File: config.mk
export PLATFORM = sky130hd
export DESIGN_NAME = wave_engine
export DESIGN_NICKNAME = d
export VERILOG_FILES = /design/src/rtl/wave_pkg.sv /design/src/rtl/wave_bank.sv /design/src/rtl/wave_logic.sv /design/src/rtl/wave_engine.sv
export SDC_FILE = /design/constraint.sdc
export NUM_CORES = 1
export LEC_CHECK = 0
export BUFFER_PORTS_ARGS = -buffer_cell sky130_fd_sc_hd__buf_2
export CORE_ASPECT_RATIO = 0.75
export CORE_MARGIN = 4
export CORE_UTILIZATION = 50
export CTS_BUF_LIST = sky130_fd_sc_hd__clkbuf_8
export DETAILED_ROUTE_END_ITERATION = 12
export PLACE_DENSITY = 0.67
export SKIP_CTS_REPAIR_TIMING = 1
export SLEW_MARGIN = 20
export SYNTH_ARGS = -nofsm -noshare
export SYNTH_HDL_FRONTEND = slang
export SYNTH_SLANG_ARGS = --single-unit
File: constraint.sdc
create_clock -name clk -period 15.34 [get_ports clk]
set_clock_uncertainty 0.15 [all_clocks]
set_input_delay 1.534 -clock clk [delete_from_list [all_inputs] [get_ports clk]]
set_output_delay 1.534 -clock clk [all_outputs]
set_load 0.02 [all_outputs]
File: src/rtl/wave_pkg.sv
package wave_pkg;
  localparam int ST_BITS  = 3;
  localparam int WF_BITS  = 2;
  localparam int GRP_BITS = 2;
  localparam int FLAG_N   = 6;
  localparam logic [ST_BITS-1:0] ST_IDLE = 3'd7;

  typedef enum logic [GRP_BITS-1:0] {
    G_LEN   = 2'd0,
    G_OPC   = 2'd1,
    G_OUT   = 2'd2,
    G_LOGIC = 2'd3
  } grp_e;

  typedef enum logic [1:0] {
    OP_AND   = 2'd0,
    OP_OR    = 2'd1,
    OP_XOR   = 2'd2,
    OP_NA_B  = 2'd3
  } lop_e;

  localparam int OPC_DP    = 0;
  localparam int OPC_DATA  = 1;
  localparam int BR_REEXEC = 7;
endpackage

File: src/rtl/wave_bank.sv
module wave_bank #(
  parameter int AW = 5,
  parameter int DW = 8
) (
  input  logic          clk,
  input  logic          we,
  input  logic [AW-1:0] waddr,
  input  logic [DW-1:0] wdata,
  input  logic [AW-1:0] raddr,
  output logic [DW-1:0] rdata
);
  localparam int DEPTH = 1 << AW;
  logic [DW-1:0] mem [DEPTH];

  always_ff @(posedge clk) begin
    if (we) mem[waddr] <= wdata;
  end

  assign rdata = mem[raddr];
endmodule

File: src/rtl/wave_logic.sv
module wave_logic
  import wave_pkg::*;
(
  input  logic [FLAG_N-1:0] flag_in,
  input  logic              fifo_full,
  input  logic [7:0]        lbyte,
  output logic              cond
);
  logic [7:0] terms;
  logic       ta, tb;
  lop_e       op;

  always_comb begin
    terms = {1'b0, fifo_full, flag_in};
    ta    = terms[lbyte[5:3]];
    tb    = terms[lbyte[2:0]];
    op    = lop_e'(lbyte[7:6]);
    unique case (op)
      OP_AND:  cond = ta & tb;
      OP_OR:   cond = ta | tb;
      OP_XOR:  cond = ta ^ tb;
      OP_NA_B: cond = ~ta & tb;
      default: cond = 1'b0;
    endcase
  end
endmodule

File: src/rtl/wave_engine.sv
module wave_engine
  import wave_pkg::*;
#(
  parameter int DATA_W = 16,
  parameter int TC_W   = 16,
  parameter int CTL_W  = 6
) (
  input  logic              clk,
  input  logic              rst,
  input  logic              cfg_we,
  input  logic [6:0]        cfg_addr,
  input  logic [7:0]        cfg_wdata,
  input  logic              sel_we,
  input  logic [7:0]        sel_wdata,
  input  logic              tc_we,
  input  logic [TC_W-1:0]   tc_wdata,
  input  logic [CTL_W-1:0]  idle_ctl,
  input  logic              trig,
  input  logic [5:0]        flag_in,
  input  logic              fifo_full,
  input  logic [DATA_W-1:0] bus_in,
  output logic              fifo_wr,
  output logic [DATA_W-1:0] fifo_wdata,
  output logic [CTL_W-1:0]  ctl_out,
  output logic              done
);
  localparam int GRP_N   = 1 << GRP_BITS;
  localparam int BANK_AW = WF_BITS + ST_BITS;

  logic [ST_BITS-1:0] st_q, st_d;
  logic [7:0]         cnt_q, cnt_d;
  logic [TC_W-1:0]    tc_q, tc_d;
  logic [WF_BITS-1:0] wf_q, wf_d;
  logic [7:0]         sel_q;
  logic [7:0]         grp_byte [GRP_N];
  logic               busy, cond, is_dp, samp;
  logic [ST_BITS-1:0] tgt;
  logic [7:0]         len_b, opc_b, out_b, lg_b;

  for (genvar g = 0; g < GRP_N; g++) begin : g_bank
    wave_bank #(.AW(BANK_AW), .DW(8)) u_bank (
      .clk   (clk),
      .we    (cfg_we && (cfg_addr[4:3] == GRP_BITS'(g))),
      .waddr ({cfg_addr[6:5], cfg_addr[2:0]}),
      .wdata (cfg_wdata),
      .raddr ({wf_q, st_q}),
      .rdata (grp_byte[g])
    );
  end

  assign len_b = grp_byte[G_LEN];
  assign opc_b = grp_byte[G_OPC];
  assign out_b = grp_byte[G_OUT];
  assign lg_b  = grp_byte[G_LOGIC];
  assign busy  = (st_q != ST_IDLE);
  assign is_dp = opc_b[OPC_DP];
  assign samp  = opc_b[OPC_DATA];
  assign done  = ~busy;

  wave_logic u_logic (
    .flag_in   (flag_in),
    .fifo_full (fifo_full),
    .lbyte     (lg_b),
    .cond      (cond)
  );

  always_comb begin
    st_d  = st_q;
    cnt_d = cnt_q;
    tc_d  = tc_q;
    wf_d  = wf_q;
    tgt   = cond ? len_b[5:3] : len_b[2:0];
    if (!busy) begin
      if (tc_we) tc_d = tc_wdata;
      if (trig) begin
        st_d  = '0;
        cnt_d = '0;
        wf_d  = sel_q[WF_BITS-1:0];
      end
    end else if (is_dp) begin
      cnt_d = '0;
      if ((tgt == ST_IDLE) && len_b[BR_REEXEC]) begin
        if (tc_q > TC_W'(1)) begin
          tc_d = tc_q - TC_W'(1);
          st_d = '0;
        end else begin
          tc_d = '0;
          st_d = ST_IDLE;
        end
      end else begin
        st_d = tgt;
      end
    end else begin
      if (cnt_q == len_b - 8'd1) begin
        cnt_d = '0;
        st_d  = st_q + ST_BITS'(1);
      end else begin
        cnt_d = cnt_q + 8'd1;
      end
    end
  end

  always_ff @(posedge clk) begin
    if (rst) begin
      st_q       <= ST_IDLE;
      cnt_q      <= '0;
      tc_q       <= '0;
      wf_q       <= '0;
      sel_q      <= '0;
      fifo_wr    <= 1'b0;
      fifo_wdata <= '0;
      ctl_out    <= '0;
    end else begin
      st_q    <= st_d;
      cnt_q   <= cnt_d;
      tc_q    <= tc_d;
      wf_q    <= wf_d;
      if (sel_we) sel_q <= sel_wdata;
      fifo_wr <= busy && samp;
      if (busy && samp) fifo_wdata <= bus_in;
      ctl_out <= busy ? out_b[CTL_W-1:0] : idle_ctl;
    end
  end
endmodule

After elaboration in Yosys (flattened, before gate mapping)
Memory sizes are Yosys's and may differ from the RTL's.
Cells that the tools add are included.
{"block": "op_classes", "n_eq_ne": 12, "n_addsub": 4, "n_bitwise": 6, "n_lt_le_gt_ge": 3, "n_reduce_logical": 13, "mux": 30}
{"op": "two-way mux 16 bit", "count": 5}
{"op": "two-way mux 8 bit", "count": 4}
{"op": "two-way mux 3 bit", "count": 7}
{"op": "greater-than comparator 16 x 1 -> 1 bit, second input constant", "count": 1}
{"op": "subtractor 16 x 1 -> 16 bit, second input constant", "count": 1}
{"op": "two-way mux 1 bit", "count": 10}
{"op": "adder 8 x 1 -> 8 bit, second input constant", "count": 1}
{"op": "== test 2 bit, second input constant", "count": 4}
{"op": "== test 8 bit", "count": 1}
{"op": "< comparator 3 x 4 -> 1 bit, second input constant", "count": 2}
{"op": "subtractor 8 x 1 -> 8 bit, second input constant", "count": 1}
{"op": "binary-select mux 1 bit (select 3 bit)", "count": 2}
{"op": "logical AND 1 bit", "count": 6}
{"op": "two-way mux 6 bit", "count": 1}
{"op": "== test 2 x 1 -> 1 bit, second input constant", "count": 2}
{"op": "logical NOT 2 bit", "count": 2}
{"op": "inequality test 2 x 1 -> 1 bit, second input constant", "count": 2}
{"op": "one-hot mux 1 bit (4 select lines)", "count": 1}
{"op": "AND reduction 2 bit", "count": 2}
{"op": "nonzero test 2 bit", "count": 2}
{"op": "adder 3 x 1 -> 3 bit, second input constant", "count": 1}
{"op": "== test 3 bit, second input constant", "count": 1}
{"op": "inequality test 3 x 1 -> 1 bit, second input constant", "count": 1}
{"op": "inequality test 3 bit, second input constant", "count": 1}
{"op": "other kinds (5)", "count": 7}
{"block": "totals", "register_bits": 54, "elab_cells": 80, "ram_bits": 1024, "memories": 4, "input_bits": 74}
{"memory": "g_bank[0].u_bank.mem", "words": 32, "width": 8, "rd": 1, "rd_clocked_by_memory_dff": 0, "write_ports": 1, "line": "wave_bank.sv:13", "text": "logic [DW-1:0] mem [DEPTH];"}
{"memory": "g_bank[1].u_bank.mem", "words": 32, "width": 8, "rd": 1, "rd_clocked_by_memory_dff": 0, "write_ports": 1, "line": "wave_bank.sv:13"}
{"memory": "g_bank[2].u_bank.mem", "words": 32, "width": 8, "rd": 1, "rd_clocked_by_memory_dff": 0, "write_ports": 1, "line": "wave_bank.sv:13"}
{"memory": "g_bank[3].u_bank.mem", "words": 32, "width": 8, "rd": 1, "rd_clocked_by_memory_dff": 0, "write_ports": 1, "line": "wave_bank.sv:13"}

Logic depth before layout (Yosys ltp)
An unclocked memory read counts as a cell.
{"block": "logic_depth", "word_depth": 12, "ltp_mapped": 20}

Cells and area by module
Synthesis repeated with hierarchy kept, for this count alone.
{"block": "unflattened", "cells_unflattened": 2028, "area_unflattened_um2": 42713.5}
{"mod": "wave_bank", "area_per_inst_um2": 9893.2, "seq_area_each_um2": 7687.4, "instances": 4, "cells_each": 409}
{"mod": "wave_engine", "area_per_inst_um2": 2892.8, "seq_area_each_um2": 1081.0, "instances": 1, "cells_each": 361}
{"mod": "wave_logic", "area_per_inst_um2": 247.7, "seq_area_each_um2": 0.0, "instances": 1, "cells_each": 31}

Worst setup path before layout
Ideal clock, no wire load.
{"block": "synth_path", "path_type": "register to register", "start": "register st_q[0]", "end": "register tc_q[0]", "t_required_ps": 15104, "setup_time_ps": 86, "arrival_ps": 5256, "n_path_buf": 9, "period_less_slack_ps": 5491, "setup_slack_ps": 9849, "path_stages_with_launch": 21, "path_cell_list": "dfxtp_1 buf_2 buf_6 buf_6 buf_6 buf_2 buf_4 buf_2 buf_1 mux4_2 mux4_2 mux2i_1 inv_1 ha_1 inv_1 o41a_1 nand3b_4 mux2i_1 buf_2 a21oi_1 a211oi_1"}
{"block": "synth_between", "elab_chain_cells": 11, "word_cells_on_any_way": 26, "classes_between": "7 x eq/ne; 7 x mux; 5 x bitwise; 4 x reduce/logical; 3 x memory"}
{"element": "from (decl)", "line": "wave_engine.sv:30", "text": "logic [ST_BITS-1:0] st_q, st_d;"}
{"element": "from (signal assigned)", "line": "wave_engine.sv:114", "text": "st_q <= st_d;"}
{"element": "memory (32 x 8 bit)"}
{"element": "binary-select mux 1 bit (select 3 bit)", "line": "wave_logic.sv:15", "text": "ta = terms[lbyte[5:3]];"}
{"element": "two-way mux 1 bit (implied by the code)", "line": "wave_logic.sv:15"}
{"element": "inverter 1 bit", "line": "wave_logic.sv:22", "text": "OP_NA_B: cond = ~ta & tb;"}
{"element": "AND 1 bit", "line": "wave_logic.sv:22"}
{"element": "one-hot mux 1 bit (4 select lines)", "line": "wave_logic.sv:18", "text": "unique case (op)"}
{"element": "two-way mux 3 bit", "line": "wave_engine.sv:72", "text": "tgt = cond ? len_b[5:3] : len_b[2:0];"}
{"element": "== test 3 bit", "line": "wave_engine.sv:82", "text": "if ((tgt == ST_IDLE) && len_b[BR_REEXEC]) begin"}
{"element": "logical AND 1 bit", "line": "wave_engine.sv:82"}
{"element": "inequality test 2 x 1 -> 1 bit (no line)"}
{"element": "AND reduction 3 bit (no line)"}
{"element": "to (signal assigned)", "line": "wave_engine.sv:116", "text": "tc_q <= tc_d;"}
{"element": "to (decl)", "line": "wave_engine.sv:32", "text": "logic [TC_W-1:0] tc_q, tc_d;"}
Several ways; a longest one is shown, not always the timed one. The select of a mux whose other input is x is not followed.
A chain may end at the register's enable or synchronous reset.

Worst setup path after layout
{"block": "layout_path", "start": "register st_q[0]", "end": "register cnt_q[3]"}
{"block": "layout_between", "elab_chain_cells": 6, "word_cells_on_any_way": 9, "classes_between": "1 x add/sub; 2 x eq/ne; 3 x mux; 1 x reduce/logical; 2 x memory"}
{"element": "memory (32 x 8 bit)"}
{"element": "subtractor 8 x 1 -> 8 bit", "line": "wave_engine.sv:94", "text": "if (cnt_q == len_b - 8'd1) begin"}
{"element": "== test 8 bit", "line": "wave_engine.sv:94"}
{"element": "two-way mux 8 bit", "line": "wave_engine.sv:94"}
{"element": "two-way mux 8 bit", "line": "wave_engine.sv:80", "text": "end else if (is_dp) begin"}
{"element": "two-way mux 8 bit", "line": "wave_engine.sv:73", "text": "if (!busy) begin"}
{"element": "to (signal assigned)", "line": "wave_engine.sv:115", "text": "cnt_q <= cnt_d;"}
{"element": "to (decl)", "line": "wave_engine.sv:31", "text": "logic [7:0] cnt_q, cnt_d;"}
Several ways; a longest one is shown, not always the timed one.

==> results.yml <==
outcome:
  status: "complete, no violations"
synth:
  ys_warn_count: 0
  synth.distinct_cells: 75
  async_flop_share_pct: 0
  synth-seq-cells: 822
  synth_fp_nets: 1879
  postSynthAreaPerCell_um2: 18.5
  synth_ff_type: "edfxtp_1"
  syn_area_mm2: 0.0333
  yosysSeqAreaShare_pct: 72.6
  synth-edff-count: 768
  syn_inst: 1795
floorplanning:
  ios: 98
  chipHeight_um: 231
  start_util_pct: 50.7
  rows: 81
  die-area_mm2: 0.0708
  die_x_um: 306
  core_mm2: 0.0656
sta:
  fin_hold_ws_ns: 0.316
  max_freq_mhz: 149
  rsz0062_at_grt: "false"
  period_share_pct: 43.7
  drv_slew: 0
  fin_crit_ns: 6.71
  setup_viol: 0
  final.setup.tns_ns: 0
  timing.slew.headroom_pct: 27.0
  worst_pin_slew_ns: 1.10
  hold_viol_final: 0
global_routing:
  grt_antenna_before_repair: 0
  grt_max_degree: 129
  grt_pass1_wl_mm: 110
  globalRouteTotalUtil_pct: 20.8
  grt_pass1_vias: 17384
  grt_overflow: 0
finish:
  syn_to_final_growth_pct: 10.6
  fin_nets: 2016
  drive_gt1_share_pct: 23.8
worst_setup_path:
  cp.arrival_ns: 7.08
  path_class: "flip-flop to flip-flop"
  crit_fanout: 39
  worst_ep_required_time_ns: 15.71
  cp-start-kind: "flip-flop"
  cp_cell_sequence: "buf_4 -> buf_4 -> buf_4 -> mux4_2 -> mux2i_1 -> o22a_1 -> nand3_1 -> inv_1 -> ha_1 -> xnor3_1 -> nand3b_1 -> a2111oi_0 -> o21ai_1 -> a2111oi_2 -> nor2b_1 -> nor2_4 -> nor3_1"
  crit_family: "buffers and inverters"
  crit_path_end_kind: "flip-flop"
  critPathBufInv: 4
  cp_slowest_cell: "buf_4"
  crit_path_max_incr_delay_ns: 0.71
  cp_common_cell: "buf_4"
cts:
  numCtsBuffers: 118
  clkTransAtPathRegs_ns: 0.07
  clockBufferDepth: 3
  tritoncts: "built"
  cts_root_buffer: "clkbuf_8"
  cts.sinks: 822
  htreeDepth: 3
  clk_latency_ns: 0.73
placed_design:
  globalplace.congestion: 0.811
  io_buffers: 91
  hpwlAfterDp_mm: 45.5
drt:
  postRouteAntennaNets: 0
  drtPass1Iterations: 6
  vias_per_cell: 5.94
  drtIter0Drc: 1785
  wl_per_cell_um: 25.0
  drcViolationCount: 0
  routed-via-count: 17248
  routed_wl_mm: 72.7
hold_path:
  hold_path.class: "flip-flop to flip-flop"
pwr:
  total_power_mw: 5.98
  vdd_drop_max_mv: 0.141
  powerDensity_mw_per_mm2: 162
  power_leakage_nw: 12.2
run:
  maxCapViolations: 0
[flip-flops by register name, indices dropped and copies added, names as in the netlist]
name / cells
sel_q: 2
cnt_q: 8
g_bank.u_bank.mem: 768
st_q: 3
tc_q: 16
ctl_out: 6
wf_q: 2
fifo_wdata: 16
fifo_wr: 1
[stage by stage]
| stage | area [um^2] | cells | setup WS, ns | util, % |
|---|---|---|---|---|
| finish | 36800 | 2906 | 8.63 | 56.1 |
| global route | 36800 | 2905 | 7.98 | 56.1 |
| detailed placement | 34500 | 2682 | 8.47 | 52.7 |
| floorplan | 33300 | 1795 | 9.85 | - |
| CTS | 36800 | 2904 | 8.43 | 56.1 |
| global placement | 34500 | 2682 | 8.57 | 52.7 |
[logic make-up (layout without fill, tap and decap cells)]
family,Yosys count,in the layout,synth area share [%]
buffers and inverters,115,354,1.58
xor gates and xnor gates,15,15,0.436
other,0,1,0
AOI/OAI and AO/OA,134,134,2.84
and+or+nand+nor,381,381,5.23
adders and majority gates,10,10,0.376
muxes,318,318,17.0
DFF,822,822,72.6
[placed cells by master (no fill, tap or decap), types with 31 or more instances in the layout]
cell / count
nor2_1: 186
clkinv_1: 31
mux2i_1: 116
edfxtp_1: 768
buf_2: 89
dfxtp_1: 50
mux4_2: 195
nand2_1: 67
a21oi_1: 39
inv_1: 60
clkbuf_8: 123
[layer usage]
| layer | GRT usage, % | part of all wire, % |
|---|---|---|
| met4 | 5.18 | 1.9 |
| met2 | 31.1 | 46 |
| met5 | 0 | 0 |
| met1 | 31.4 | 44 |
| met3 | 4.94 | 8.1 |
[final cells by class]
class | count | area (um^2)
diodes | 1 | 2.50
flip-flops and latches | 822 | 24200
inverters | 19 | 71.3
well taps | 871 | 1090
multi-input cells | 858 | 8610
clock buffers | 123 | 1690
clock inverters | 99 | 524
repair buffers | 113 | 649
fillers | 4967 | 28800
[worst min-delay path: cells and delay by family, from the launching register on]
family          cells  cell delay (ns)
flops               1             0.31
simple gates        1             0.06
compound gates      1             0.05
[power breakdown]
part           internal (mW)  total, mW  switching, mW
registers               2.51       2.57         0.0638
logic                  0.782       1.79           1.01
clock network          0.798       1.62          0.818
total                   4.09       5.98           1.89
[synthesized netlist by cell type (all sizes together) (6+ instances only)]
cell type,n,area (um^2)
nor4,6,43.8
buf,49,278
ha,10,125
mux2i,118,1190
nor2,190,726
inv,19,71.3
o21ai,9,45.0
o32ai,7,61.3
nor2b,12,75.1
and3,6,37.5
mux4,195,4390
dfxtp,54,1080
nand3,26,130
nand2b,13,81.3
and2,6,37.5
nand2,67,251
a22oi,26,195
clkbuf,47,176
a21oi,39,195
edfxtp,768,23100
nor3,25,125
xnor2,11,96.3
[final timing paths]
kind	from	cells past startpoint	slack, ns	to
max	st_q[0]	17	8.63	cnt_q[3]
min	sel_q[0]	2	0.32	wf_q[0]
max reg2reg	st_q[0]	17	8.63	cnt_q[3]
min reg2reg	sel_q[0]	2	0.32	wf_q[0]
(Power assumes the default switching activity.)
